**config.mk**
```make
export PLATFORM = sky130hd
export DESIGN_NAME = burst_addr_gen
export DESIGN_NICKNAME = d
export VERILOG_FILES = /design/src/rtl/burst_pkg.sv /design/src/rtl/burst_base_reg.sv /design/src/rtl/burst_beat_cnt.sv /design/src/rtl/burst_order_map.sv /design/src/rtl/burst_addr_gen.sv
export SDC_FILE = /design/constraint.sdc
export NUM_CORES = 1
export LEC_CHECK = 0
export ABC_AREA = 1
export ABC_CLOCK_PERIOD_IN_PS = 2200
export BUFFER_PORTS_ARGS = -buffer_cell sky130_fd_sc_hd__buf_2
export CAP_MARGIN = 40
export CORE_UTILIZATION = 50
export DETAILED_ROUTE_END_ITERATION = 16
export PLACE_DENSITY = 0.83
export SETUP_SLACK_MARGIN = 0.5
export SYNTH_ARGS = -nofsm -noshare
export SYNTH_HDL_FRONTEND = slang
export SYNTH_SLANG_ARGS = --single-unit
```
**constraint.sdc**
```tcl
create_clock -name clk_i -period 2.2 [get_ports clk_i]
set_clock_uncertainty 0.05 [all_clocks]
set_input_delay 0 -clock clk_i [delete_from_list [all_inputs] [get_ports clk_i]]
set_output_delay 0 -clock clk_i [all_outputs]
set_load 0.02 [all_outputs]
```
**src/rtl/burst_pkg.sv**
```systemverilog
package burst_pkg;
  typedef enum logic {
    ORD_SEQ   = 1'b0,
    ORD_INTLV = 1'b1
  } burst_order_e;
endpackage

```
**src/rtl/burst_base_reg.sv**
```systemverilog
module burst_base_reg #(
  parameter int ADDR_W = 16
) (
  input  logic              clk_i,
  input  logic              rst_ni,
  input  logic              load_i,
  input  logic [ADDR_W-1:0] addr_i,
  output logic [ADDR_W-1:0] base_o
);
  always_ff @(posedge clk_i or negedge rst_ni) begin
    if (!rst_ni)     base_o <= '0;
    else if (load_i) base_o <= addr_i;
  end
endmodule

```
**src/rtl/burst_beat_cnt.sv**
```systemverilog
module burst_beat_cnt #(
  parameter int BURST_W = 2
) (
  input  logic               clk_i,
  input  logic               rst_ni,
  input  logic               load_i,
  input  logic               suspend_i,
  output logic [BURST_W-1:0] beat_o
);
  // load wins over advance; width gives wraparound
  always_ff @(posedge clk_i or negedge rst_ni) begin
    if (!rst_ni)         beat_o <= '0;
    else if (load_i)     beat_o <= '0;
    else if (!suspend_i) beat_o <= beat_o + 1'b1;
  end
endmodule

```
**src/rtl/burst_order_map.sv**
```systemverilog
module burst_order_map
  import burst_pkg::*;
#(
  parameter int BURST_W = 2
) (
  input  burst_order_e       order_i,
  input  logic [BURST_W-1:0] base_lo_i,
  input  logic [BURST_W-1:0] beat_i,
  output logic [BURST_W-1:0] lo_o
);
  logic [BURST_W-1:0] seq_lo;
  logic [BURST_W-1:0] intlv_lo;

  assign seq_lo = base_lo_i + beat_i;

  for (genvar i = 0; i < BURST_W; i++) begin : g_xor
    assign intlv_lo[i] = base_lo_i[i] ^ beat_i[i];
  end

  always_comb begin
    unique case (order_i)
      ORD_INTLV: lo_o = intlv_lo;
      default:   lo_o = seq_lo;
    endcase
  end
endmodule

```
**src/rtl/burst_addr_gen.sv**
```systemverilog
module burst_addr_gen
  import burst_pkg::*;
#(
  parameter int ADDR_W  = 16,
  parameter int BURST_W = 2
) (
  input  logic              clk_i,
  input  logic              rst_ni,
  input  logic              load_i,
  input  logic [ADDR_W-1:0] addr_i,
  input  logic              suspend_i,
  input  logic              order_i,
  output logic [ADDR_W-1:0] addr_o
);
  localparam int UP_W = ADDR_W - BURST_W;

  logic [ADDR_W-1:0]  base_q;
  logic [BURST_W-1:0] beat_q;
  logic [BURST_W-1:0] lo;
  burst_order_e       order;

  assign order = burst_order_e'(order_i);

  burst_base_reg #(.ADDR_W(ADDR_W)) u_base (
    .clk_i  (clk_i),
    .rst_ni (rst_ni),
    .load_i (load_i),
    .addr_i (addr_i),
    .base_o (base_q)
  );

  burst_beat_cnt #(.BURST_W(BURST_W)) u_beat (
    .clk_i     (clk_i),
    .rst_ni    (rst_ni),
    .load_i    (load_i),
    .suspend_i (suspend_i),
    .beat_o    (beat_q)
  );

  burst_order_map #(.BURST_W(BURST_W)) u_map (
    .order_i   (order),
    .base_lo_i (base_q[BURST_W-1:0]),
    .beat_i    (beat_q),
    .lo_o      (lo)
  );

  if (UP_W > 0) begin : g_up
    assign addr_o = {base_q[ADDR_W-1:BURST_W], lo};
  end else begin : g_noup
    assign addr_o = lo;
  end
endmodule

```
==> impl_metrics.toml, run 1 <==
[run_status]
outcome = "complete, no violations"

[global_route]
grt.met2_usage_pct = 38.8
grt_pass1_vias = 700
grt-ovfl-total = 0
use_met1_pct = 22.5
grt_usage_pct = 20.0
busiest_layer = "met2"
antenna_found_initial = 0
grt_max_degree = 19
met3_usage_pct = 2.86
grt_pass1_wl_microns = 2870

[power]
p_switching_uw = 215
powerDensity_nw_per_um2 = 638
ir_drop_mv = 0.406
internal_power_uw = 532
p_leak_nw = 0.667
switching_share_pct = 28.8
p_seq_share_pct = 50.4
clockPowerShare_pct = 26.9
comb_power_share_pct = 22.7

[synth]
synth_area_leaders = "dfrtp_1 50%, nand2_1 21%, buf_4 12%"
netlist_area_sq_um = 895
async_reset_ff_share_pct = 100
syn_avg_cell_area_sq_um = 8.44
yosysTopAreaCell = "dfrtp_1"
ys_seq_elements = 18
synth_cell_type_count = 16
ys_warn_count = 0
synth_edf_count = 0
syn-num-nets = 128
ys.flop_type = "dfrtp_1"
synthTopCellsByCount = "50 x nand2_1, 18 x dfrtp_1, 14 x buf_4"
yosys.area.top_type_share_pct = 50.3
syn_inst = 106
seq_area_frac_synth_pct = 50.3
synthMostInstantiatedCell = "nand2_1"

[timing]
drv_slew = 0
rsz0062_at_grt = "no"
worstMarginPinSlew_ps = 394
finalHoldViolCount = 0
setup_tns_ps = 0
fin_crit_sh_pct = 63.4
slew_headroom_pct = 73.7
fmax_ghz = 0.717
finalCriticalPeriod_ps = 1390
setup_viol = 0

[clock_tree]
insertion_delay_ps = 290
cts_tree = "done"
clock-sinks = 18
clockBufferDepth = 2
numCtsBuffers = 3
cts_resized = 0
postCtsSetupBuffers = 0
holdBufCountCts = 18
cts_max_level = 1
cts_root_buffer = "clkbuf_4"
clk_pin_slew_ps = 100

[final_layout]
fin_nets = 169
syn2layout_area_growth_pct = 31.0
utilization_pct = 73.5
drive_above_1_share_pct = 30.1
antenna_cells = 0

[placement]
place_hpwl_microns = 1090
portBuffers = 36
place_congestion = 0.760

[setup_path]
crit_chain = "ha_1, inv_1, nor2_1, nand3_1, nand2_1, inv_1, buf_2"
cpLargestDelayFamily = "flip-flops"
cp_data_required_time_ps = 2150
worst-path-buf-inv = 3
critPathMostFrequentCell = "inv_1"
startpoint = "u_beat.beat_o[0]"
cp-start-kind = "flip-flop"
path_class = "flip-flop to output pin"
critPathCaptureType = "output pin"
worstPathArrival_ps = 1340
timing.rr.start = "u_beat.beat_o[0]"
path_max_fanout = 5
cp_slowest_stage_delay_ps = 420
critPathSlowestCell = "dfrtp_1"

[routing]
drt_iter0_markers = 6
avgViaCountPerCell = 4.46
drc = 0
postRouteAntennaNets = 0
routed_wl_microns = 1780
first_pass_iters = 4
num_vias = 759
wl_per_cell_microns = 10.5

[floorplan]
die_width_microns = 44.3
start_util_pct = 56.1
io_pins = 37
dieArea_sq_um = 1960
rows = 14
die_y_microns = 44.3
coreArea_sq_um = 1590

[hold_path]
min_path_type = "input port to flip-flop"
hold_path.startpoint = "load_i"

[flow_run]
maxCapViolations = 0
[state kept, by name, summed over array words and instances, names as in the netlist]
| name | cells |
|---|---|
| u_base.base_o | 16 |
| u_beat.beat_o | 2 |
[tightest hold or removal path, cell delays in order]
cell	delay [ps]
buf_2	220
nand2_1	100
nand2_1	40
[cells in the final DEF, fill, tap and decap left out, types with 2 or more instances in the layout]
cell,netlist,final
a21oi_1,2,2
clkbuf_4,0,3
dlygate4sd3_1,0,18
nand2_1,50,50
nand3_1,3,3
dfrtp_1,18,18
nor2_1,2,2
buf_2,0,36
nand2_2,3,3
inv_1,6,6
[power by group through the flow]
| stage | clock network (mW) | registers (mW) | logic [mW] |
|---|---|---|---|
| 2_1_floorplan | 0 | 0.380 | 0.126 |
| 3_3_place_gp | 0 | 0.382 | 0.140 |
| 3_5_place_dp | 0 | 0.382 | 0.145 |
| 4_1_cts | 0.206 | 0.376 | 0.169 |
| 5_1_grt | 0.220 | 0.381 | 0.186 |
| 6_report | 0.201 | 0.377 | 0.169 |
[final cells by class]
type                    count  area (sq um)
flip-flops and latches     18           450
fillers                   116           422
repair buffers             54           360
multi-input cells          63           262
clock buffers               4          36.3
inverters                   7          33.8
well taps                  24          30.0
[cell families (layout without fill, tap and decap cells)]
logic type / after synthesis / in the layout / synth area share (%)
simple gates: 58 / 58 / 25.6
buf+inv: 25 / 65 / 20.4
flops: 18 / 18 / 50.3
compound gates: 4 / 4 / 2.24
fa+ha+maj: 1 / 1 / 1.40
[stage by stage]
stage / hold WS, ps / cell area (sq um) / std cells / setup slack, ps / power, mW
final: 58.2 / 1170 / 170 / 805 / 0.747
after global routing: 74.0 / 1170 / 170 / 709 / 0.787
after global placement: -109 / 956 / 148 / 1200 / 0.522
after CTS: 46.5 / 1170 / 170 / 798 / 0.751
after detailed placement: -102 / 956 / 148 / 1120 / 0.527
after floorplan: -346 / 895 / 106 / 1260 / 0.506
[path summary, 6_finish.rpt]
path | end | cells past startpoint | slack, ps
worst max-delay path | addr_o[1] | 7 | 810
worst min-delay path | u_base.base_o[10] | 3 | 60
worst max register to register | u_beat.beat_o[0] | 2 | 1410
max in group asynchronous | u_base.base_o[2] | 2 | 1710
min in group asynchronous | u_base.base_o[15] | 2 | 110
worst min register to register | u_base.base_o[9] | 2 | 430
[routing by layer]
layer	vias up	share of wire [%]
met5	-	0
met4	0	0.84
met3	4	4.2
met2	25	52
met1	345	43
li1	385	-
Note: power is estimated with default switching activity, not from simulation.
==> run 2: changes to the inputs <==
--- a/config.mk
+++ b/config.mk
@@ -5,13 +5,13 @@
 export SDC_FILE = /design/constraint.sdc
 export NUM_CORES = 1
 export LEC_CHECK = 0
-export ABC_AREA = 1
-export ABC_CLOCK_PERIOD_IN_PS = 2200
+export ABC_AREA = 0
+export ABC_CLOCK_PERIOD_IN_PS = 1400
 export BUFFER_PORTS_ARGS = -buffer_cell sky130_fd_sc_hd__buf_2
 export CAP_MARGIN = 40
-export CORE_UTILIZATION = 50
+export CORE_UTILIZATION = 45
 export DETAILED_ROUTE_END_ITERATION = 16
-export PLACE_DENSITY = 0.83
+export PLACE_DENSITY = 0.76
 export SETUP_SLACK_MARGIN = 0.5
 export SYNTH_ARGS = -nofsm -noshare
 export SYNTH_HDL_FRONTEND = slang
==> constraint.sdc (replaced) <==
create_clock -name clk_i -period 1.4 [get_ports clk_i]
set_clock_uncertainty 0.05 [all_clocks]
set_input_delay 0 -clock clk_i [delete_from_list [all_inputs] [get_ports clk_i]]
set_output_delay 0 -clock clk_i [all_outputs]
set_load 0.02 [all_outputs]
==> impl_metrics.toml, run 2 <==
[run_status]
outcome = "complete, no violations"

[setup_path]
path_class = "flip-flop to output pin"
reg2reg_depth = 5
startpoint = "u_base.base_o[1]"
crit_chain = "xnor2_2, xnor2_4, buf_6"
r2r_end = "u_beat.beat_o[1]"
cp_slowest_stage_delay_ps = 430
path_max_fanout = 2
cp-start-kind = "flip-flop"
reg2reg_slack_ps = 220
crit_path_end = "addr_o[1]"
critPathSlowestCell = "dfrtp_1"
critPathCaptureType = "output pin"
cp_data_required_time_ps = 1350
worst-path-buf-inv = 1
timing.rr.start = "u_beat.beat_o[0]"
path_depth = 3
worstPathArrival_ps = 1260
cpLargestDelayFamily = "flip-flops"

[flow_run]
maxCapViolations = 0

[synth]
synth_cell_type_count = 12
syn-num-nets = 82
yosysTopAreaCell = "dfrtp_1"
async_reset_ff_share_pct = 100
synth_area_leaders = "dfrtp_1 52%, mux2_4 14%, buf_4 12%"
synth_edf_count = 0
ys.flop_type = "dfrtp_1"
synthTopCellsByCount = "18 x dfrtp_1, 14 x buf_4, 8 x mux2_2, 8 x mux2_4"
syn_inst = 60
yosys.area.top_type_share_pct = 51.9
netlist_area_sq_um = 867
synthMostInstantiatedCell = "dfrtp_1"
ys_warn_count = 0
ys_seq_elements = 18
syn_avg_cell_area_sq_um = 14.5
seq_area_frac_synth_pct = 51.9

[timing]
whs_ps = 114
worstMarginPinSlew_ps = 466
setup_tns_ps = 0
fin_crit_sh_pct = 93.9
drv_slew = 0
slew_headroom_pct = 69.0
setup_viol = 0
rsz0062_at_grt = "yes"
finalHoldViolCount = 0
finalCriticalPeriod_ps = 1310
fmax_ghz = 0.761

[power]
p_leak_nw = 0.631
ir_drop_mv = 0.638
clockPowerShare_pct = 19.4
comb_power_share_pct = 32.2
powerDensity_nw_per_um2 = 951
p_switching_uw = 340
internal_power_uw = 913
p_seq_share_pct = 48.5
switching_share_pct = 27.1

[global_route]
use_met1_pct = 20.3
busiest_layer = "met2"
grt_max_degree = 19
antenna_found_initial = 0
grt-ovfl-total = 0
grt_pass1_wl_microns = 2500
grt_pass1_vias = 570
grt_usage_pct = 17.6
met3_usage_pct = 1.59
grt.met2_usage_pct = 31.0

[final_layout]
fin_nets = 129
design_area_sq_um = 1320
largest_reg_flops = 16
drive_above_1_share_pct = 62.9
regMostFlops = "u_base.base_o"
syn2layout_area_growth_pct = 52.1
reg.largest.list = "u_base.base_o: 16 flops, u_beat.beat_o: 2 flops"
final_common_cell = "buf_2"
antenna_cells = 0
final_cell_mix = "23 x buf_2, 18 x dlygate4sd3_1, 18 x dfrtp_1"

[placement]
place_hpwl_microns = 913
placed_cell_area_sq_um = 975
place_congestion = 0.599
portBuffers = 36

[floorplan]
coreArea_sq_um = 1760
die_width_microns = 45.9
dieArea_sq_um = 2110
io_pins = 37
rows = 15
start_util_pct = 49.1
die_y_microns = 45.9

[routing]
drc = 0
num_vias = 586
wl_per_cell_microns = 13.3
avgViaCountPerCell = 4.51
postRouteAntennaNets = 0
first_pass_iters = 4
routed_wl_microns = 1730
drt_iter0_markers = 4

[clock_tree]
clock-sinks = 18
clockBufferDepth = 2
cts_tree = "done"
clk_pin_slew_ps = 100
insertion_delay_ps = 280
cts_root_buffer = "clkbuf_4"
numCtsBuffers = 3
cts_max_level = 1

[hold_path]
hold_depth = 2
min_path_type = "input port to flip-flop"
-- run 2: cell families after synthesis --
group	share of synthesized area (%)
xor+xnor	3.03
fa+ha+maj	1.44
buf+inv	16.2
flops	51.9
mux	24.2
simple gates	3.17
-- run 2: area by class of cell --
cell class | count | area (sq um)
Timing Repair Buffer | 59 | 479
Sequential cell | 18 | 450
Fill cell | 143 | 445
Multi-Input combinational cell | 25 | 335
Tap cell | 25 | 31.3
Clock buffer | 3 | 22.5
-- run 2: what timing repair did --
action	in CTS	in global routing
pin swaps	3	1
endpoints found under the setup margin	3	17
gates resized for setup	7	23
endpoints found under the hold margin	35	0
hold buffers	18	0
buffers inserted	3	2
-- run 2: how the worst min path moves through the flow --
stage	slack, ps	from	endpoint
final	110	load_i	u_beat.beat_o[1]
after global routing	130	load_i	u_beat.beat_o[1]
after CTS	120	rst_ni	u_beat.beat_o[1]
after detailed placement	-100	rst_ni	u_base.base_o[6]
after global placement	-110	rst_ni	u_base.base_o[6]
after floorplan	-350	rst_ni	u_base.base_o[0]
-- run 2: power groups by stage --
stage                     logic [mW]  registers, mW  clock network, mW
after floorplan                0.256          0.603                  0
after detailed placement       0.280          0.608                  0
after global routing           0.431          0.612              0.275
final                          0.403          0.608              0.243
after global placement         0.276          0.605                  0
after CTS                      0.353          0.600              0.252
-- run 2: routing by layer --
layer | routed length (microns) | part of all wire [%] | up-vias
met2 | 966 | 56 | 18
met4 | 34 | 2.0 | 0
li1 | - | - | 272
met3 | 35 | 2.0 | 4
met1 | 689 | 40 | 292
met5 | 0 | 0 | -
-- run 2: through the flow --
stage	std cells	power (mW)	setup slack, ps	utilization, %
after floorplan	60	0.859	475	-
after global placement	104	0.881	380	55.2
after CTS	128	1.20	91.4	69.7
after global routing	130	1.32	29.9	74.8
after detailed placement	104	0.888	363	55.2
final	130	1.25	85.4	74.8
==> run 3: changes to the inputs <==
--- a/config.mk
+++ b/config.mk
@@ -9,9 +9,11 @@
 export ABC_CLOCK_PERIOD_IN_PS = 1400
 export BUFFER_PORTS_ARGS = -buffer_cell sky130_fd_sc_hd__buf_2
 export CAP_MARGIN = 40
-export CORE_UTILIZATION = 45
+export CELL_PAD_IN_SITES_DETAIL_PLACEMENT = 0
+export CELL_PAD_IN_SITES_GLOBAL_PLACEMENT = 1
+export CORE_UTILIZATION = 35
 export DETAILED_ROUTE_END_ITERATION = 16
-export PLACE_DENSITY = 0.76
+export PLACE_DENSITY_LB_ADDON = 0.1
 export SETUP_SLACK_MARGIN = 0.5
 export SYNTH_ARGS = -nofsm -noshare
 export SYNTH_HDL_FRONTEND = slang
==> impl_metrics.toml, run 3 (synthesis results as in run 2) <==
[power]
internal_power_uw = 980
comb_power_share_pct = 30.6
powerDensity_nw_per_um2 = 989
p_switching_uw = 358
p_seq_share_pct = 45.6
ir_drop_mv = 0.660
clockPowerShare_pct = 23.7
p_leak_nw = 0.642
switching_share_pct = 26.8

[floorplan]
start_util_pct = 38.1
die_width_microns = 51.8
io_pins = 37
rows = 17
die_y_microns = 51.8
dieArea_sq_um = 2680
coreArea_sq_um = 2280

[timing]
finalHoldViolCount = 0
worstMarginPinSlew_ps = 489
drv_slew = 0
fmax_ghz = 0.752
setup_viol = 0
finalWorstSetupSlack_ps = 69.8
finalCriticalPeriod_ps = 1330
fin_crit_sh_pct = 95.0
rsz0062_at_grt = "yes"
slew_headroom_pct = 67.4

[global_route]
grt_usage_pct = 14.1
antenna_found_initial = 0
grt_pass1_vias = 597
grt_max_degree = 19
grt_pass1_wl_microns = 2640
grt-ovfl-total = 0

[routing]
first_pass_iters = 2
postRouteAntennaNets = 0
drt_iter0_markers = 2
avgViaCountPerCell = 4.17
drc = 0
num_vias = 555
routed_wl_microns = 1700
wl_per_cell_microns = 12.7

[setup_path]
crit_chain = "ha_4, nor2b_4, xnor2_4, buf_6"
cp-start-kind = "flip-flop"
path_max_fanout = 2
critPathCaptureType = "output pin"
cp_slowest_stage_delay_ps = 420
worstPathArrival_ps = 1280
worst-path-buf-inv = 1
reg2reg_slack_ps = 210
path_class = "flip-flop to output pin"
critPathSlowestCell = "dfrtp_1"
cpLargestDelayFamily = "flip-flops"
cp_data_required_time_ps = 1350

[clock_tree]
clockBufferDepth = 2
numCtsBuffers = 3
insertion_delay_ps = 290
cts_root_buffer = "clkbuf_4"
clock-sinks = 18
cts_tree = "done"
clk_pin_slew_ps = 110
cts_max_level = 1

[placement]
place_congestion = 0.578
place_hpwl_microns = 946
placed_cell_area_sq_um = 978
place_ws_ps = 342
portBuffers = 36
place_inst = 107

[final_layout]
antenna_cells = 0
regMostFlops = "u_base.base_o"
largest_reg_flops = 16
final_common_cell = "buf_2"
fin_nets = 128
drive_above_1_share_pct = 63.8
syn2layout_area_growth_pct = 56.1
reg.largest.list = "u_base.base_o: 16 flops, u_beat.beat_o: 2 flops"
regArea_sq_um = 450
design_area_sq_um = 1350
fin_cells = 133
final_cell_mix = "20 x buf_2, 18 x dlygate4sd3_1, 18 x dfrtp_1"
utilization_pct = 59.5
multi_input_area_sq_um = 338
fillers = 205

[hold_path]
min_path_type = "input port to asynchronous set/reset pin"

[run_status]
outcome = "complete, no violations"

[flow_run]
maxCapViolations = 0
==> run 3: cell count changes in the layout (fill, tap and decap cells not counted), sizes merged <==
cell	delta
buf	-1
clkbuf	+1
==> run 3: cell type report <==
cell class,count,share of cell area [%]
Timing Repair Buffer,58,36.5
Sequential cell,18,33.3
Multi-Input combinational cell,25,25.0
Clock buffer,4,2.68
Tap cell,28,2.59
==> run 3: power by group through the flow <==
stage                     clock [mW]  sequential, mW  combinational, mW
after floorplan                    0           0.603              0.256
after detailed placement           0           0.608              0.283
final                          0.318           0.611              0.410
after global placement             0           0.606              0.279
after global routing           0.364           0.619              0.434
after CTS                      0.330           0.603              0.373
==> run 3: routing by layer <==
layer / GRT usage [%] / part of all wire, % / wire length, microns
met1: 16.1 / 43 / 726
met2: 23.2 / 52 / 884
met3: 2.92 / 4.0 / 67
met4: 10.4 / 0.94 / 16
met5: 0 / 0 / 0
==> run 3: through the flow <==
stage	total power, mW	hold WS, ps	setup TNS (ps)
after global routing	1.42	107	-15.4
after detailed placement	0.891	-92.8	0
after global placement	0.885	-93.6	0
after floorplan	0.859	-346	0
after CTS	1.31	117	0
final	1.34	112	0
==> run 3: final timing paths <==
check                                   from           endpoint  depth (start not counted)
setup / recovery            u_beat.beat_o[0]          addr_o[1]                          4
hold reg to reg            u_base.base_o[10]  u_base.base_o[10]                          1
max in group asynchronous             rst_ni   u_base.base_o[1]                          2
min in group clk_i                    load_i   u_beat.beat_o[1]                          2
hold / removal                        rst_ni   u_base.base_o[6]                          2
setup reg to reg            u_beat.beat_o[0]   u_beat.beat_o[1]                          5
==> run 3: timing repair <==
action | in CTS | in global routing
hold buffers | 18 | 0
buffers inserted | 2 | 2
endpoints found under the hold margin | 35 | 0
setup endpoints to repair | 10 | 19
pin swaps | 2 | 1
gates resized for setup | 20 | 18
